[src/rtl/swi_pkg.sv]
package swi_pkg;
  localparam int unsigned ADDR_W = 16;
  localparam int unsigned DATA_W = 8;

  typedef enum logic [2:0] {
    SRC_PCL = 3'd0,
    SRC_PCH = 3'd1,
    SRC_X   = 3'd2,
    SRC_A   = 3'd3,
    SRC_CCR = 3'd4
  } push_src_e;

  function automatic logic [ADDR_W-1:0] ret_pc(input logic [ADDR_W-1:0] pc);
    return pc + {{(ADDR_W-1){1'b0}}, 1'b1};
  endfunction

  function automatic logic [ADDR_W-1:0] sp_step(input logic [ADDR_W-1:0] sp);
    return sp - {{(ADDR_W-1){1'b0}}, 1'b1};
  endfunction

  function automatic logic [DATA_W-1:0] mask_ccr(input logic [DATA_W-1:0] ccr,
                                                 input int unsigned bitpos);
    logic [DATA_W-1:0] r;
    r = ccr;
    r[bitpos] = 1'b1;
    return r;
  endfunction
endpackage

[src/rtl/swi_step_ctr.sv]
module swi_step_ctr #(
  parameter int unsigned STEPS = 11,
  localparam int unsigned CW = $clog2(STEPS + 1)
) (
  input  logic          clk,
  input  logic          rst_n,
  input  logic          launch,
  output logic [CW-1:0] step,
  output logic          busy,
  output logic          last
);
  localparam logic [CW-1:0] LAST_STEP = CW'(STEPS);

  always_ff @(posedge clk or negedge rst_n) begin
    if (!rst_n) begin
      step <= '0;
    end else if (step == '0) begin
      if (launch) step <= CW'(1);
    end else if (step == LAST_STEP) begin
      step <= '0;
    end else begin
      step <= step + CW'(1);
    end
  end

  assign busy = (step != '0);
  assign last = (step == LAST_STEP);
endmodule

[src/rtl/swi_push_mux.sv]
module swi_push_mux
  import swi_pkg::*;
(
  input  push_src_e         sel,
  input  logic [ADDR_W-1:0] pc_ret,
  input  logic [DATA_W-1:0] x_val,
  input  logic [DATA_W-1:0] a_val,
  input  logic [DATA_W-1:0] ccr_val,
  output logic [DATA_W-1:0] wdata
);
  always_comb begin
    unique case (sel)
      SRC_PCL: wdata = pc_ret[DATA_W-1:0];
      SRC_PCH: wdata = pc_ret[ADDR_W-1:DATA_W];
      SRC_X:   wdata = x_val;
      SRC_A:   wdata = a_val;
      SRC_CCR: wdata = ccr_val;
      default: wdata = '0;
    endcase
  end
endmodule

[src/rtl/swi_ctx_regs.sv]
module swi_ctx_regs
  import swi_pkg::*;
#(
  parameter int unsigned I_BIT = 3
) (
  input  logic              clk,
  input  logic              rst_n,
  input  logic              capture,
  input  logic              push_fire,
  input  logic              set_mask,
  input  logic              vec_hi_rd,
  input  logic              vec_lo_rd,
  input  logic [ADDR_W-1:0] pc_in,
  input  logic [DATA_W-1:0] a_in,
  input  logic [DATA_W-1:0] x_in,
  input  logic [DATA_W-1:0] ccr_in,
  input  logic [ADDR_W-1:0] sp_in,
  input  logic [DATA_W-1:0] rd_byte,
  output logic [ADDR_W-1:0] pc_r,
  output logic [DATA_W-1:0] a_r,
  output logic [DATA_W-1:0] x_r,
  output logic [DATA_W-1:0] ccr_r,
  output logic [ADDR_W-1:0] sp_r
);
  always_ff @(posedge clk or negedge rst_n) begin
    if (!rst_n) begin
      pc_r  <= '0;
      a_r   <= '0;
      x_r   <= '0;
      ccr_r <= '0;
      sp_r  <= '0;
    end else if (capture) begin
      pc_r  <= ret_pc(pc_in);
      a_r   <= a_in;
      x_r   <= x_in;
      ccr_r <= ccr_in;
      sp_r  <= sp_in;
    end else begin
      if (push_fire) sp_r <= sp_step(sp_r);
      if (set_mask)  ccr_r <= mask_ccr(ccr_r, I_BIT);
      if (vec_hi_rd) pc_r[ADDR_W-1:DATA_W] <= rd_byte;
      if (vec_lo_rd) pc_r[DATA_W-1:0] <= rd_byte;
    end
  end
endmodule

[src/rtl/swi_seq.sv]
module swi_seq
  import swi_pkg::*;
#(
  parameter logic [DATA_W-1:0] TRIG_OP     = 8'h83,
  parameter logic [ADDR_W-1:0] VEC_HI_ADDR = 16'hFFFC,
  parameter int unsigned       I_BIT       = 3,
  parameter int unsigned       PUSH_FIRST  = 2
) (
  input  logic              clk,
  input  logic              rst_n,
  input  logic              start,
  input  logic [7:0]        opcode,
  input  logic [15:0]       pc_in,
  input  logic [7:0]        a_in,
  input  logic [7:0]        x_in,
  input  logic [7:0]        ccr_in,
  input  logic [15:0]       sp_in,
  output logic [15:0]       mem_addr,
  output logic [7:0]        mem_wdata,
  output logic              mem_we,
  input  logic [7:0]        mem_rdata,
  output logic              busy,
  output logic              done,
  output logic [15:0]       sp_out,
  output logic [15:0]       pc_out,
  output logic [7:0]        ccr_out
);
  localparam int unsigned PUSH_CNT  = 5;
  localparam int unsigned PUSH_LAST = PUSH_FIRST + PUSH_CNT - 1;
  localparam int unsigned MASK_STEP = PUSH_LAST + 1;
  localparam int unsigned VHI_STEP  = MASK_STEP + 1;
  localparam int unsigned VLO_STEP  = VHI_STEP + 1;
  localparam int unsigned STEPS     = VLO_STEP + 2;
  localparam int unsigned CW        = $clog2(STEPS + 1);

  logic [CW-1:0]     step;
  logic              last;
  logic              launch;
  logic              push_fire;
  logic              set_mask;
  logic              vec_hi_rd;
  logic              vec_lo_rd;
  push_src_e         push_sel;
  logic [ADDR_W-1:0] pc_r;
  logic [DATA_W-1:0] a_r, x_r, ccr_r;
  logic [ADDR_W-1:0] sp_r;

  assign launch    = start && (opcode == TRIG_OP) && !busy;
  assign push_fire = (step >= CW'(PUSH_FIRST)) && (step <= CW'(PUSH_LAST));
  assign set_mask  = (step == CW'(MASK_STEP));
  assign vec_hi_rd = (step == CW'(VHI_STEP));
  assign vec_lo_rd = (step == CW'(VLO_STEP));
  assign push_sel  = push_src_e'(3'(step - CW'(PUSH_FIRST)));

  swi_step_ctr #(.STEPS(STEPS)) u_ctr (
    .clk(clk), .rst_n(rst_n), .launch(launch),
    .step(step), .busy(busy), .last(last)
  );

  swi_ctx_regs #(.I_BIT(I_BIT)) u_regs (
    .clk(clk), .rst_n(rst_n), .capture(launch),
    .push_fire(push_fire), .set_mask(set_mask),
    .vec_hi_rd(vec_hi_rd), .vec_lo_rd(vec_lo_rd),
    .pc_in(pc_in), .a_in(a_in), .x_in(x_in), .ccr_in(ccr_in), .sp_in(sp_in),
    .rd_byte(mem_rdata),
    .pc_r(pc_r), .a_r(a_r), .x_r(x_r), .ccr_r(ccr_r), .sp_r(sp_r)
  );

  swi_push_mux u_mux (
    .sel(push_sel), .pc_ret(pc_r), .x_val(x_r), .a_val(a_r),
    .ccr_val(ccr_r), .wdata(mem_wdata)
  );

  always_comb begin
    if (vec_hi_rd)      mem_addr = VEC_HI_ADDR;
    else if (vec_lo_rd) mem_addr = VEC_HI_ADDR + 16'd1;
    else                mem_addr = sp_r;
  end

  assign mem_we  = push_fire;
  assign done    = last;
  assign sp_out  = sp_r;
  assign pc_out  = pc_r;
  assign ccr_out = ccr_r;
endmodule

[config.mk]
export PLATFORM = sky130hd
export DESIGN_NAME = swi_seq
export DESIGN_NICKNAME = d
export VERILOG_FILES = /design/src/rtl/swi_pkg.sv /design/src/rtl/swi_step_ctr.sv /design/src/rtl/swi_push_mux.sv /design/src/rtl/swi_ctx_regs.sv /design/src/rtl/swi_seq.sv
export SDC_FILE = /design/constraint.sdc
export NUM_CORES = 1
export LEC_CHECK = 0
export CAP_MARGIN = 20
export CORE_MARGIN = 2
export CORE_UTILIZATION = 44
export DETAILED_ROUTE_END_ITERATION = 10
export HOLD_SLACK_MARGIN = 0.05
export PLACE_DENSITY = 0.88
export SLEW_MARGIN = 20
export SYNTH_ARGS = -nofsm -noshare
export SYNTH_HDL_FRONTEND = slang
export SYNTH_SLANG_ARGS = --single-unit
[constraint.sdc]
create_clock -name clk -period 3 [get_ports clk]
set_clock_uncertainty 0.2 [all_clocks]
set_input_delay 0.6 -clock clk [delete_from_list [all_inputs] [get_ports clk]]
set_output_delay 0.6 -clock clk [all_outputs]
set_load 0.05 [all_outputs]
======== After elaboration in Yosys (flattened, before gate mapping) ========
Index checks and enable logic that the tools add are counted.
storage, ports and cells
  flip-flop bits (word level) ............. 60
  output and inout bits ................... 67
  logic and storage cells ................. 48
operators by class
  $add $sub $neg .......................... 4
  $lt $le $gt $ge ......................... 2
  eq/ne operators ......................... 10
  muxes and demuxes ....................... 13
  reductions and logical operators ........ 11
operators by type and width
  cell                                                               count
  two-way mux 16 bit                                                 5
  case mux 8 bit (5 select lines)                                    1
  two-way mux 8 bit                                                  3
  adder 16 x 1 -> 16 bit, second input constant                      1
  two-way mux 4 bit                                                  4
  subtractor 16 x 1 -> 16 bit, second input constant                 1
  equality test 4 bit, second input constant                         3
  equality test 8 bit, second input constant                         1
  nonzero test 2 bit                                                 4
  equality test 3 x 2 -> 1 bit, second input constant                2
  adder 4 x 1 -> 4 bit, second input constant                        1
  equality test 4 x 3 -> 1 bit, second input constant                1
  greater-or-equal comparator 4 x 2 -> 1 bit, second input constant  1
  less-or-equal comparator 4 x 3 -> 1 bit, second input constant     1
  logical NOT 4 bit                                                  1
  nonzero test 4 bit                                                 1
  equality test 3 x 1 -> 1 bit, second input constant                1
  equality test 3 bit, second input constant                         1
  logical AND 1 bit                                                  3
  logical NOT 3 bit                                                  1
  subtractor 3 x 2 -> 3 bit, second input constant                   1
  != test 2 bit, second input constant                               1
  logical NOT 1 bit                                                  1

======== Longest topological paths before layout ========
  word-level depth ........................ 5
  mapped depth ............................ 8
  gate-level depth less buffers ........... 7

======== By module ========
Synthesis repeated with hierarchy kept, for this count alone.
second synthesis, totals
  cell total of the unflattened synthesis .. 352
  area, all modules ....................... 3636.0 um^2
modules (own cells, without submodules)
  module        instances  cells each  area each (um^2)  sequential area each (um^2)
  swi_ctx_regs  1          255         2788.9            1401.3
  swi_push_mux  1          43          359.1             0.0
  swi_step_ctr  1          24          254.0             100.1
  swi_seq       1          30          234.0             0.0

======== Worst setup path after synthesis ========
Ideal clock, no wire load.
  kind .................................... register -> output
  start point ............................. register u_ctr.step[1]
  end point ............................... output port mem_addr[1]
  data arrival time ....................... 2.212 ns
  slack ................................... -0.012 ns
  cell stages (with the launch flop) ...... 8
  path buffers ............................ 2
  cell sequence ........................... dfrtp_1 inv_1 ha_1 clkbuf_1 nand2_1 nand2_1 clkbuf_1 nor2_1
between the ends
  longest elaborated chain between the ends .. 3
  elaborated cells between the ends (all ways) .. 4
  classes of those cells .................. eq/ne (2); mux (2)
ends and longest elaborated chain
  element                 line                source
  start, declared         swi_step_ctr.sv:8   output logic [CW-1:0] step,
  start signal, assigned  swi_step_ctr.sv:22  step <= step + CW'(1);
  equality test 4 bit     swi_seq.sv:52       assign vec_lo_rd = (step == CW'(VLO_STEP));
  two-way mux 16 bit      swi_seq.sv:76       else if (vec_lo_rd) mem_addr = VEC_HI_ADDR + 16'd1;
  two-way mux 16 bit *    swi_seq.sv:75       if (vec_hi_rd) mem_addr = VEC_HI_ADDR;
  end, declared           swi_seq.sv:18       output logic [15:0] mem_addr,
Every way passes the cells marked *; elsewhere a longest branch is shown, timed or not.

======== Worst setup path after layout ========
  start point ............................. register u_ctr.step[2]
  end point ............................... output port mem_wdata[7]
between the ends
  longest elaborated chain between the ends .. 3
  elaborated cells between the ends (all ways) .. 7
  classes of those cells .................. add/sub (1); eq/ne (4); mux (1); reduce/logical (1)
ends and longest elaborated chain
  element                                      line                source
  subtractor 3 x 2 -> 3 bit *                  swi_seq.sv:53       assign push_sel = push_src_e'(3'(step - CW'(PUSH_FIRST)));
  equality test 3 bit (tied with other cells)  swi_push_mux.sv:12  unique case (sel)
  case mux 8 bit (5 select lines) *            swi_push_mux.sv:12
  end, declared                                swi_seq.sv:19       output logic [7:0] mem_wdata,
Marks and branches as above.

==> summary by stage <==
Cells and area
The filler cells instantiated in the layout total 538. In the final layout, the multi-input gates occupy about 1900 sq um. The library cells used most frequently in the layout, excluding fill and tap cells, are sky130_fd_sc_hd__clkdlybuf4s50_1, sky130_fd_sc_hd__dfrtp_1, sky130_fd_sc_hd__nand2_1, sky130_fd_sc_hd__buf_12. The sequential cell area is 1504 sq um. The final design instance area without fill is approximately 5600 sq um. The finished layout holds 600 standard cells, fillers aside. The net count of the finished layout is 575. The synthesis-to-layout area growth is 57.86%. Leaving out fill and tap cells, the most frequent cell in the layout is sky130_fd_sc_hd__clkdlybuf4s50_1. The post-route netlist has between 10% and 20% of its cells at a drive strength greater than 1. The number of diodes added for antenna fixing is 0.

Power and ir drop
The total power divided by cell area is 990.6 nW/um^2. The static leakage power is roughly 2.4 nW. The maximum vdd drop is 600.5 uV.

Timing
Across all setup checks in the final design, the least slack found is between 0.15 and 0.2 ns. The count of final max-slew check failures came to 0. Setup repair after global routing left no endpoint under its margin. The highest clock rate is 0.3520 GHz.

Setup violations remaining at the end of the flow were counted as 0. The worst hold-check slack is 0.04555 ns. The final critical-path required period is 2.841 ns. The number of hold violations in the final report was 0.

Adding up every negative setup slack in the final design gives 0 ns. The headroom to the max-slew limit is between 60% and 70%. For the pin with the worst max-slew slack, the measured transition is ~0.59 ns. In the finished design, the share of the clock period the worst path needs comes to around 95%.

Routing
The remaining design rule violation count is 0. The number of DRC violations after detailed-routing iteration 0 is 140. Before antenna repair, the detailed router went through 4 iterations. The routed layout has ~3200 vias. In the routed layout, each cell is associated on average with a via count of 5.313. After detailed routing, the total wire length is 10330 um.

After detailed routing, the average wire length per cell comes to 17.21 um. Once detail routing completed, the nets flagged for antenna violations numbered 0.

Min path
The worst min-delay path class is in2async.

Placed design
The final estimated routing congestion in global placement is 0.8982. Timing analysis after detailed placement gives a worst setup slack of 0.3007 ns. Detailed placement finished with a half-perimeter wire length of 7969 um. The cell count after placement is about 580. The number of I/O port buffers is 141. Once placement finished, the instance area stood at 5306 sq um.

Logic synthesis
After Yosys synthesis, full adders, half adders and majority gates account for 2.483% of the synthesized area. The post-synthesis compound-gate area fraction is under 10%. The xor/xnor share of the synthesized area is 7.449%. The main combinational cell family by area after synthesis is simple AND/OR/NAND/NOR gates. A synthesized cell averages 10.11 sq um. In the post-synthesis netlist, the biggest area contributors are sky130_fd_sc_hd__dfrtp_1, sky130_fd_sc_hd__mux2_1, sky130_fd_sc_hd__mux2i_1. The fraction of post-synthesis cell area in the top cell type by area is between 40% and 50%. sky130_fd_sc_hd__dfrtp_1 takes more of the synthesized area than any other cell. The portion of netlist area occupied by mux cells is between 10 and 15%. The proportion of synthesized chip area in sequential cells is around 43%. The synthesized instance count is 349. The number of nets in the synthesized netlist is 431. The mapped netlist covers 3527 sq um.

Synthesis inferred 60 register bits. The simple-gate area share of the yosys netlist is between 15 and 20%. During synthesis, Yosys emitted a total of 0 warnings.

Counting distinct cell types in the post-synthesis netlist gives 46.

Critical path
In this run the register-to-register setup slack is 0.63 ns. The worst setup path is of the reg2out kind. Walking the worst path, the cells encountered are ha_1 > buf_4 > and2_1 > a22oi_1 > nand3_1 > buf_12. STA classifies the critical path endpoint as a primary output.

The arrival time of the worst setup path is between 2 and 2.5 ns. The delay of the slowest cell on the worst path is 0.48 ns. On the critical path, the stage with the largest delay is an instance of sky130_fd_sc_hd__dfrtp_2. The startpoint type of the worst setup path is a flip-flop. The critical path contains buffers and inverters numbering 2 combined.

Data on the critical path is required at its endpoint by 2.20 ns. Grouping stages by cell kind, the critical path spends the most delay in flip-flops. The maximum fanout encountered on the critical timing path is 11.

Global routing
The global route total overflow is 0. The first global-routing pass estimated 16020 um of wire. The overall routing resource usage is 24.03%. The via count of the first global-routing pass is 3105.

Entering global routing, the biggest net connects 55 pins. The initial antenna violation count is 0.

Floorplanning
The horizontal extent of the die is 93.54 um. The chip height is slightly above 90 um. In this run the standard cell core region covers 7727 sq um. The floorplan die area is 8749 sq um. In this run the core area contains 32 standard-cell rows. 142 I/O pins were placed. Once the floorplan was initialized, standard cells occupied a little under half of the core.

CTS
The clock tree synthesis step divided the H-tree into 3 levels. After clock tree synthesis, the setup repair step added 0 buffers. The CTS tree is done. The total of hold buffers inserted after clock tree synthesis is 0. The CTS root buffer is sky130_fd_sc_hd__clkbuf_8. The CTS buffer count is 9.

After clock tree synthesis, the clock-pin slew on the worst setup and hold paths is 0.07 ns. No sink is reached through more buffers than the 2 on the longest clock path. The CTS sink count is 60.

The clock insertion delay at the later pin of the skew report is roughly 0.35 ns.

Flow run
The count of max-cap constraint violations is 0.

Run status
The run finished with clean final reports.
==> cells by family after synthesis <==
| logic type | count (synthesis) |
|---|---|
| muxes | 49 |
| xor gates and xnor gates | 30 |
| adders and majority gates | 7 |
| buffers and inverters | 23 |
| DFF | 60 |
| and+or+nand+nor | 130 |
| AOI/OAI and AO/OA | 50 |
==> stage by stage <==
step / power (mW) / utilization (%)
6_report: 5.515 / 72.05
5_1_grt: 5.754 / 72.05
4_1_cts: 5.521 / 71.91
3_5_place_dp: 4.601 / 68.67
3_3_place_gp: 4.528 / 68.67
2_1_floorplan: 3.178 / -
==> registers in the layout, summed over array words and instances, names as in the netlist <==
register and count:
u_ctr.step 4, u_regs.a_r 8, u_regs.ccr_r 8, u_regs.pc_r 16
u_regs.sp_r 16, u_regs.x_r 8
==> cell usage after synthesis, drive strengths merged <==
cell     count
a211o        1
buf          6
xor2        16
or4          2
nor2b        1
nand4        4
a21boi       1
xnor2       14
and3         3
nor2        10
a22oi        7
mux2        25
and2b        1
clkbuf       9
or3          2
and2         2
o21ai       29
or2         14
a31oi        1
o2111ai      1
and4         1
o211a        1
ha           7
nand3       15
nand3b       1
nor4         5
nand2       55
nor3b        1
nor3        12
inv          8
a22o         9
mux2i       24
and3b        1
dfrtp       60
==> repair_timing <==
action,CTS,global route
endpoints found under the setup margin,15,17
pin swaps,0,0
resized for setup,2,4
endpoints found under the hold margin,0,0
==> metal layers <==
metal  routed length [um]  track usage, %
met2                 5168           40.29
met1                 4399           30.87
met3                  583           5.560
met4                  174           7.488
met5                    0               0
==> final cells by class <==
class                           count  share of cell area [%]
Clock inverter                      6                   2.000
Timing Repair Buffer              148                   31.30
Sequential cell                    60                   27.01
Inverter                            8                  0.5393
Tap cell                          102                   2.292
Clock buffer                       10                   2.472
Multi-Input combinational cell    266                   34.38
==> worst paths after layout <==
| check | startpoint | end | depth (start not counted) |
|---|---|---|---|
| worst max-delay path | u_ctr.step[2] | mem_wdata[7] | 6 |
| worst min-delay path | rst_n | u_regs.sp_r[9] | 1 |
| worst max register to register | u_ctr.step[1] | u_regs.x_r[2] | 7 |
| worst min register to register | u_regs.a_r[2] | u_regs.a_r[2] | 1 |
| max in group asynchronous | rst_n | u_ctr.step[2] | 2 |
| min in group clk | u_regs.a_r[2] | u_regs.a_r[2] | 1 |
==> power breakdown <==
| group | internal [mW] | switching, mW |
|---|---|---|
| Clock | 0.574 | 0.325 |
| Combinational | 1.34 | 1.97 |
| Sequential | 1.02 | 0.286 |
| Total | 2.94 | 2.58 |
No activity file was read; power rests on OpenSTA's default activity.
